$ cat src/rtl/lq_pkg.sv
package lq_pkg;

    // How the head/count pointers move in a given cycle.
    typedef enum logic [1:0] {
        PTR_HOLD    = 2'd0,
        PTR_SQUASH  = 2'd1,
        PTR_ADVANCE = 2'd2
    } ptr_op_e;

    // Dispatch headroom: smaller of the two free counts, minus one, floored at zero.
    function automatic int unsigned free_min(input int unsigned lq_free,
                                             input int unsigned sq_depth,
                                             input int unsigned sq_used);
        int unsigned sq_free;
        int unsigned m;
        sq_free = (sq_used >= sq_depth) ? 0 : sq_depth - sq_used;
        m       = (lq_free < sq_free) ? lq_free : sq_free;
        return (m == 0) ? 0 : m - 1;
    endfunction

    // Coarse region compare: addresses agree once the low bits are dropped.
    function automatic logic same_region(input logic [63:0] a,
                                         input logic [63:0] b,
                                         input int unsigned sh);
        return (a >> sh) == (b >> sh);
    endfunction

endpackage

$ cat src/rtl/lq_storage.sv
module lq_storage #(
    parameter  int DEPTH  = 8,
    parameter  int SEQ_W  = 16,
    parameter  int ADDR_W = 32,
    localparam int IDX_W  = $clog2(DEPTH)
) (
    input  logic                         clk,
    input  logic                         rst,
    input  logic                         alloc_we,
    input  logic [IDX_W-1:0]             alloc_idx,
    input  logic [SEQ_W-1:0]             alloc_seq,
    input  logic                         exec_we,
    input  logic [IDX_W-1:0]             exec_idx,
    input  logic [ADDR_W-1:0]            exec_addr,
    output logic [DEPTH-1:0][SEQ_W-1:0]  seq_o,
    output logic [DEPTH-1:0][ADDR_W-1:0] addr_o,
    output logic [DEPTH-1:0]             done_o
);

    for (genvar g = 0; g < DEPTH; g++) begin : g_slot
        always_ff @(posedge clk) begin
            if (rst) begin
                seq_o[g]  <= '0;
                addr_o[g] <= '0;
                done_o[g] <= 1'b0;
            end else if (alloc_we && alloc_idx == IDX_W'(g)) begin
                seq_o[g]  <= alloc_seq;
                addr_o[g] <= '0;
                done_o[g] <= 1'b0;
            end else if (exec_we && exec_idx == IDX_W'(g)) begin
                addr_o[g] <= exec_addr;
                done_o[g] <= 1'b1;
            end
        end
    end

endmodule

$ cat src/rtl/lq_conflict_scan.sv
module lq_conflict_scan #(
    parameter  int DEPTH        = 8,
    parameter  int SEQ_W        = 16,
    parameter  int ADDR_W       = 32,
    parameter  int REGION_SHIFT = 8,
    localparam int IDX_W        = $clog2(DEPTH)
) (
    input  logic                         clk,
    input  logic                         rst,
    input  logic [DEPTH-1:0]             occ,
    input  logic [DEPTH-1:0][SEQ_W-1:0]  seq,
    input  logic [DEPTH-1:0][ADDR_W-1:0] addr,
    input  logic [DEPTH-1:0]             done,
    input  logic [IDX_W-1:0]             head,
    input  logic                         probe,
    input  logic [SEQ_W-1:0]             st_seq,
    input  logic [ADDR_W-1:0]            st_addr,
    output logic                         hit,
    output logic [IDX_W-1:0]             hit_idx
);

    logic [DEPTH-1:0] match;
    logic [DEPTH-1:0] rot;
    logic [IDX_W-1:0] first;

    for (genvar g = 0; g < DEPTH; g++) begin : g_cmp
        assign match[g] = probe && occ[g] && done[g] && (seq[g] > st_seq) &&
                          lq_pkg::same_region(64'(addr[g]), 64'(st_addr), REGION_SHIFT);
    end

    // Rotate so position 0 is the head, then take the lowest set position.
    always_comb begin
        logic [IDX_W-1:0] p;
        rot   = '0;
        first = '0;
        for (int k = 0; k < DEPTH; k++) begin
            p      = head + IDX_W'(k);
            rot[k] = match[p];
        end
        for (int k = DEPTH - 1; k >= 0; k--) begin
            if (rot[k]) first = IDX_W'(k);
        end
    end

    assign hit     = |match;
    assign hit_idx = head + first;

    AST_PICK_IS_MATCH: assert property (@(posedge clk) disable iff (rst)
        hit |-> match[hit_idx]) else $error("picked slot does not conflict");

endmodule

$ cat src/rtl/lq_retire_count.sv
module lq_retire_count #(
    parameter  int DEPTH = 8,
    parameter  int SEQ_W = 16,
    localparam int CNT_W = $clog2(DEPTH) + 1
) (
    input  logic [DEPTH-1:0]            occ,
    input  logic [DEPTH-1:0][SEQ_W-1:0] seq,
    input  logic [SEQ_W-1:0]            commit_seq,
    input  logic [SEQ_W-1:0]            squash_seq,
    output logic [CNT_W-1:0]            n_commit,
    output logic [CNT_W-1:0]            n_squash
);

    // Program order from the head means the counts equal prefix/suffix lengths.
    always_comb begin
        n_commit = '0;
        n_squash = '0;
        for (int k = 0; k < DEPTH; k++) begin
            if (occ[k] && seq[k] <= commit_seq) n_commit = n_commit + CNT_W'(1);
            if (occ[k] && seq[k] >  squash_seq) n_squash = n_squash + CNT_W'(1);
        end
    end

endmodule

$ cat src/rtl/lq_order_guard.sv
module lq_order_guard #(
    parameter  int DEPTH        = 8,
    parameter  int SQ_DEPTH     = 8,
    parameter  int SEQ_W        = 16,
    parameter  int ADDR_W       = 32,
    parameter  int REGION_SHIFT = 8,
    localparam int IDX_W        = $clog2(DEPTH),
    localparam int CNT_W        = IDX_W + 1,
    localparam int SQ_CW        = $clog2(SQ_DEPTH + 1),
    localparam int FREE_W       = $clog2(((DEPTH > SQ_DEPTH) ? DEPTH : SQ_DEPTH) + 1)
) (
    input  logic              clk,
    input  logic              rst,
    input  logic              alloc_valid,
    input  logic [SEQ_W-1:0]  alloc_seq,
    output logic              alloc_ready,
    output logic [IDX_W-1:0]  alloc_slot,
    input  logic              exec_valid,
    input  logic [IDX_W-1:0]  exec_slot,
    input  logic [ADDR_W-1:0] exec_addr,
    input  logic              st_valid,
    input  logic [SEQ_W-1:0]  st_seq,
    input  logic [ADDR_W-1:0] st_addr,
    output logic              st_fault,
    output logic              viol_valid,
    output logic [IDX_W-1:0]  viol_slot,
    output logic [SEQ_W-1:0]  viol_seq,
    input  logic              viol_take,
    input  logic              commit_valid,
    input  logic [SEQ_W-1:0]  commit_seq,
    input  logic              squash_valid,
    input  logic [SEQ_W-1:0]  squash_seq,
    input  logic              blk_set,
    input  logic [SEQ_W-1:0]  blk_seq,
    output logic              blk_active,
    input  logic [SQ_CW-1:0]  sq_used,
    output logic [FREE_W-1:0] free_slots,
    output logic [CNT_W-1:0]  lq_count
);

    typedef struct packed {
        logic             vld;
        logic [IDX_W-1:0] slot;
        logic [SEQ_W-1:0] seq;
    } viol_t;

    logic [IDX_W-1:0]             head_q;
    logic [CNT_W-1:0]             count_q;
    logic [DEPTH-1:0]             occ;
    logic [DEPTH-1:0][SEQ_W-1:0]  seq_arr;
    logic [DEPTH-1:0][ADDR_W-1:0] addr_arr;
    logic [DEPTH-1:0]             done_arr;
    logic [CNT_W-1:0]             n_commit, n_squash, n_take;
    logic                         alloc_go, exec_go, probe, hit;
    logic [IDX_W-1:0]             hit_idx;
    viol_t                        viol_q;
    logic                         st_fault_q;
    logic                         blk_q;
    logic [SEQ_W-1:0]             blk_seq_q;
    lq_pkg::ptr_op_e              ptr_op;

    // Occupancy from distance to head.
    for (genvar g = 0; g < DEPTH; g++) begin : g_occ
        logic [IDX_W-1:0] rel;
        assign rel    = IDX_W'(g) - head_q;
        assign occ[g] = {1'b0, rel} < count_q;
    end

    assign alloc_ready = (count_q != CNT_W'(DEPTH));
    assign alloc_slot  = head_q + count_q[IDX_W-1:0];
    assign alloc_go    = alloc_valid && alloc_ready && !squash_valid;
    assign exec_go     = exec_valid && occ[exec_slot];
    assign probe       = st_valid && !viol_q.vld;
    assign n_take      = commit_valid ? n_commit : '0;

    always_comb begin
        if (squash_valid)                  ptr_op = lq_pkg::PTR_SQUASH;
        else if (commit_valid || alloc_go) ptr_op = lq_pkg::PTR_ADVANCE;
        else                               ptr_op = lq_pkg::PTR_HOLD;
    end

    lq_storage #(.DEPTH(DEPTH), .SEQ_W(SEQ_W), .ADDR_W(ADDR_W)) u_store (
        .clk       (clk),
        .rst       (rst),
        .alloc_we  (alloc_go),
        .alloc_idx (alloc_slot),
        .alloc_seq (alloc_seq),
        .exec_we   (exec_go),
        .exec_idx  (exec_slot),
        .exec_addr (exec_addr),
        .seq_o     (seq_arr),
        .addr_o    (addr_arr),
        .done_o    (done_arr)
    );

    lq_conflict_scan #(.DEPTH(DEPTH), .SEQ_W(SEQ_W), .ADDR_W(ADDR_W),
                       .REGION_SHIFT(REGION_SHIFT)) u_scan (
        .clk     (clk),
        .rst     (rst),
        .occ     (occ),
        .seq     (seq_arr),
        .addr    (addr_arr),
        .done    (done_arr),
        .head    (head_q),
        .probe   (probe),
        .st_seq  (st_seq),
        .st_addr (st_addr),
        .hit     (hit),
        .hit_idx (hit_idx)
    );

    lq_retire_count #(.DEPTH(DEPTH), .SEQ_W(SEQ_W)) u_retire (
        .occ        (occ),
        .seq        (seq_arr),
        .commit_seq (commit_seq),
        .squash_seq (squash_seq),
        .n_commit   (n_commit),
        .n_squash   (n_squash)
    );

    // Pointer update.
    always_ff @(posedge clk) begin
        if (rst) begin
            head_q  <= '0;
            count_q <= '0;
        end else begin
            case (ptr_op)
                lq_pkg::PTR_SQUASH:  count_q <= count_q - n_squash;
                lq_pkg::PTR_ADVANCE: begin
                    head_q  <= head_q + IDX_W'(n_take);
                    count_q <= count_q - n_take + CNT_W'(alloc_go);
                end
                default: ;
            endcase
        end
    end

    // Single pending violator and fault pulse.
    always_ff @(posedge clk) begin
        if (rst) begin
            viol_q     <= '0;
            st_fault_q <= 1'b0;
        end else begin
            st_fault_q <= 1'b0;
            if (viol_q.vld) begin
                if (viol_take) viol_q.vld <= 1'b0;
            end else if (st_valid) begin
                viol_q.vld  <= hit;
                viol_q.slot <= hit_idx;
                viol_q.seq  <= seq_arr[hit_idx];
                st_fault_q  <= hit;
            end
        end
    end

    // Load-blocked marker.
    always_ff @(posedge clk) begin
        if (rst) begin
            blk_q     <= 1'b0;
            blk_seq_q <= '0;
        end else if (blk_set) begin
            blk_q     <= 1'b1;
            blk_seq_q <= blk_seq;
        end else if (squash_valid && squash_seq < blk_seq_q) begin
            blk_q     <= 1'b0;
        end
    end

    always_comb begin
        free_slots = FREE_W'(lq_pkg::free_min(32'(DEPTH) - 32'(count_q),
                                              32'(SQ_DEPTH), 32'(sq_used)));
    end

    assign st_fault   = st_fault_q;
    assign viol_valid = viol_q.vld;
    assign viol_slot  = viol_q.slot;
    assign viol_seq   = viol_q.seq;
    assign blk_active = blk_q;
    assign lq_count   = count_q;

    AST_COUNT_LIMIT: assert property (@(posedge clk) disable iff (rst)
        count_q <= CNT_W'(DEPTH)) else $error("count above depth");
    AST_FAULT_HAS_VIOL: assert property (@(posedge clk) disable iff (rst)
        st_fault_q |-> viol_q.vld) else $error("fault without violator");
    AST_VIOL_HELD: assert property (@(posedge clk) disable iff (rst)
        (viol_q.vld && !viol_take) |=> (viol_q.vld && $stable(viol_q.slot) && $stable(viol_q.seq)))
        else $error("pending violator changed");
    AST_TAKE_CLEARS: assert property (@(posedge clk) disable iff (rst)
        (viol_q.vld && viol_take) |=> !viol_q.vld) else $error("take did not clear");
    AST_SQUASH_SHRINKS: assert property (@(posedge clk) disable iff (rst)
        squash_valid |=> count_q <= $past(count_q)) else $error("queue grew on squash");
    AST_BLK_RELEASE: assert property (@(posedge clk) disable iff (rst)
        (squash_valid && !blk_set && squash_seq < blk_seq_q) |=> !blk_q)
        else $error("blocked marker kept");

endmodule

$ cat config.mk
export PLATFORM = sky130hd
export DESIGN_NAME = lq_order_guard
export DESIGN_NICKNAME = d
export VERILOG_FILES = /design/src/rtl/lq_pkg.sv /design/src/rtl/lq_storage.sv /design/src/rtl/lq_conflict_scan.sv /design/src/rtl/lq_retire_count.sv /design/src/rtl/lq_order_guard.sv
export SDC_FILE = /design/constraint.sdc
export NUM_CORES = 2
export LEC_CHECK = 0
export BUFFER_PORTS_ARGS = -buffer_cell sky130_fd_sc_hd__buf_4
export CAP_MARGIN = 10
export CORE_ASPECT_RATIO = 0.7
export CORE_UTILIZATION = 45
export DETAILED_ROUTE_END_ITERATION = 10
export GPL_ROUTABILITY_DRIVEN = 0
export REMOVE_ABC_BUFFERS = 1
export SYNTH_ARGS = -nofsm -noshare
export SYNTH_HDL_FRONTEND = slang
export SYNTH_SLANG_ARGS = --single-unit
$ cat constraint.sdc
create_clock -name clk -period 9.5 [get_ports clk]
set_input_delay 0.95 -clock clk [delete_from_list [all_inputs] [get_ports clk]]
set_output_delay 0.95 -clock clk [all_outputs]
set_load 0.1 [all_outputs]
==> impl_results.md <==
* TritonCTS clock tree: yes
* Min Tclk post-route at between 8 and 9 ns
* Antenna viol nets, final at 0
* Sequential share of the synthesized area at 25.1%
* Crit path largest cell delay at ~0.63 ns
* Overflow after GRT at 0
* Worst-path clk slew at 0.07 ns
* Filler Cell Count at approximately 6400
* Max-cap violations at 0
* PD cells at 233 nW/um^2
* Mapped cell area at 29800 um^2
* PostCTS Resize Cnt at 0
* Main area contributors after synthesis: dfxtp_1, ha_1, nand2_1
* Placed standard-cell area at 32000 um^2
* Normalized max-slew margin at 21.4%
* Crit start category: flip-flop
* Number of setup violations in the final report at 0
* GRT Util Overall at 35.5%
* Setup_tns at 0 ns
* Overall die width at between 300 and 400 um
* Num CTS Buffers at 40
* N_diodes at 0
* Setup Crit Path Kind: flip-flop to flip-flop
* Worst path top cell family by delay: adder cells
* Total routed wirelength at about 120000 um
* Post-synth EDFFs at 0
* Status: finished clean
* Via density at 6.05
* Routed len/inst at 25.5 um
* Final hold vios at 0
* F_max at 119 MHz
* Vias at a little under 30000
* CTS Buffer Depth at 3
* Period utilisation layout at 88.6%
* Cell depth of the worst setup path at 38
* Cell taking the most area after synthesis: dfxtp_1
* Crit path max fanout at 5
* Root Buffer: clkbuf_16
* Syn avg cell area at 7.85 um^2
* Slew Limit Fails at 0
* Initial Utilization at approximately 46%
* Row count at 78
* Synth Instances at 3792
* Critical-path top delay cell: or4b_2
* Share of the synthesized area in the top cell type at 25.1%
* Area grow syn2layout at 12.1%
* Area of the core at roughly 65000 um^2
* VDD IR max at 393 uV
* Number of distinct library cells after synthesis at 99
* Clock Latency Late Sink at 0.61 ns
* Final design utilization at 51.3%
* Design area at 33400 um^2
* Clock skew at 0.0411 ns
* Critical path required time at 10.03 ns
* Warnings, synthesis at 0
* CTS H-tree depth at 2
* Crit. End Element: flip-flop
* Nets at 4491
* Main synth FF type: dfxtp_1
* WP data arrival at 8.94 ns
* Leakage at around 14 nW
* Hold Path Depth at 2
* Die Ht at between 200 and 250 um
* Sink Count at between 300 and 400
* Vias in the first global route at 25660
* Setup Fix Bufs, Post-CTS at 0
* Die Area at 67200 um^2
* Initial antenna violation count at 6
* Port Buffers at 177
* Largest net degree at the start of global routing at 76
* Post-synth ARST share at 0%
* Global-route wire length before repair at about 170000 um
* Number of buffers and inverters on the critical path at 0
* DRT Pass-1 Iters at 6
* Worst slew pin tran at 1.18 ns
* Hold Crit Class: flip-flop to flip-flop
* Hpwl dp at 93800 um
* Unrepaired setup endpoints after global routing: false
* Ports at 194
* Layout cells sized above 1 at 10.7%
* Synthesis-stage register bit count at 373
* R2r setup slk at 1.09 ns
* Post-route DRC at 0
* R2R depth at 38
* Cts hold-fix bufs at 0
* DR iter-0 viols at approximately 3700
* Crit path top cell by count: ha_1
tightest hold or removal path, cell delays in order (launching register included):
cell	delay [ns]
dfxtp_1	0.32
nand2_1	0.05
a21oi_1	0.05
worst paths after layout:
check | endpoint | start
hold reg to reg | u_store.addr_o[118] | u_store.addr_o[118]
setup / recovery | lq_count[3] | u_store.seq_o[2]
setup reg to reg | lq_count[3] | u_store.seq_o[2]
hold / removal | u_store.addr_o[118] | u_store.addr_o[118]
area by class of cell:
| type | instances | area (um^2) | share of cell area [%] |
|---|---|---|---|
| multi-input cells | 3079 | 21000 | 63.0 |
| flip-flops and latches | 373 | 7470 | 22.4 |
| repair buffers | 253 | 1920 | 5.76 |
| clock buffers | 52 | 1120 | 3.35 |
| well taps | 880 | 1100 | 3.30 |
| inverters | 132 | 498 | 1.49 |
| clock inverters | 20 | 245 | 0.734 |
power by group:
part / internal, mW / switching [mW]
Sequential: 1.66 / 0.146
Combinational: 1.64 / 2.66
Clock: 0.946 / 0.719
Total: 4.25 / 3.53
routing by layer:
| layer | up-vias | GRT usage [%] | part of all wire (%) |
|---|---|---|---|
| li1 | 13553 | - | - |
| met1 | 13588 | 52.7 | 45 |
| met2 | 1682 | 43.8 | 36 |
| met3 | 158 | 18.2 | 17 |
| met4 | 2 | 7.84 | 2.2 |
| met5 | - | 0 | 0.011 |
cells by family after synthesis:
family / synth area share (%)
AO/OA/AOI/OAI: 16.3
buffers and inverters: 4.65
adder cells (fa/ha/maj): 19.1
XOR/XNOR: 7.27
AND/OR/NAND/NOR: 22.8
flip-flops: 25.1
multiplexers: 4.82
cell usage after synthesis, types with 7 or more instances:
cell and count:
nand2_1 773, a21oi_1 451, ha_1 446, dfxtp_1 373, nor2_1 229, clkbuf_1 135, inv_1 129, xnor2_1 123
xor2_1 104, nand4_1 95, o21ai_0 87, nand3_1 69, a21o_1 67, nor4_1 60, mux2i_1 59, nor3_1 58
o21a_1 47, nor2b_1 41, nand2b_1 36, mux4_2 33, clkbuf_2 31, and3_1 26, a211oi_1 19, buf_2 19
buf_1 16, o211ai_1 16, o31ai_1 12, or3_1 12, or2_2 11, a211o_1 10, and4_1 10, or4_1 10
nand4b_1 9, o2111ai_1 9, a2111oi_0 8, mux2_2 8, and2_1 7, nor4b_1 7, o221ai_1 7
layout by cell type, fill, tap and decap left out, drive strengths merged, types with 36 or more instances in the layout:
cell    synthesis  routed
buf            40     253
nor4           61      61
xnor2         127     127
a21o           68      68
a21oi         452     452
nand4          95      95
clkbuf        168      52
inv           130     130
nor2          229     229
nand2         774     774
o21a           48      48
mux2i          59      59
xor2          104     104
nor2b          41      41
dfxtp         373     373
nand2b         36      36
ha            446     446
o21ai          89      89
nand3          70      70
nor3           58      58
registers in the layout, summed over array words and instances, names as in the netlist:
name	count
blk_active	1
head_q	3
u_store.addr_o	192
u_store.done_o	8
viol_seq	16
viol_valid	1
st_fault	1
viol_slot	3
lq_count	4
u_store.seq_o	128
blk_seq_q	16
through the flow:
stage	instances	total power, mW	worst slack (ns)	hold slack (ns)
3_5_place_dp	4716	6.04	0.678	0.458
3_3_place_gp	4716	6.00	0.758	0.452
2_1_floorplan	3584	4.85	1.44	0.440
5_1_grt	4789	8.22	0.596	0.478
6_report	4789	7.78	1.09	0.466
4_1_cts	4788	7.71	1.28	0.466
Power figures use the tool's default switching activity.
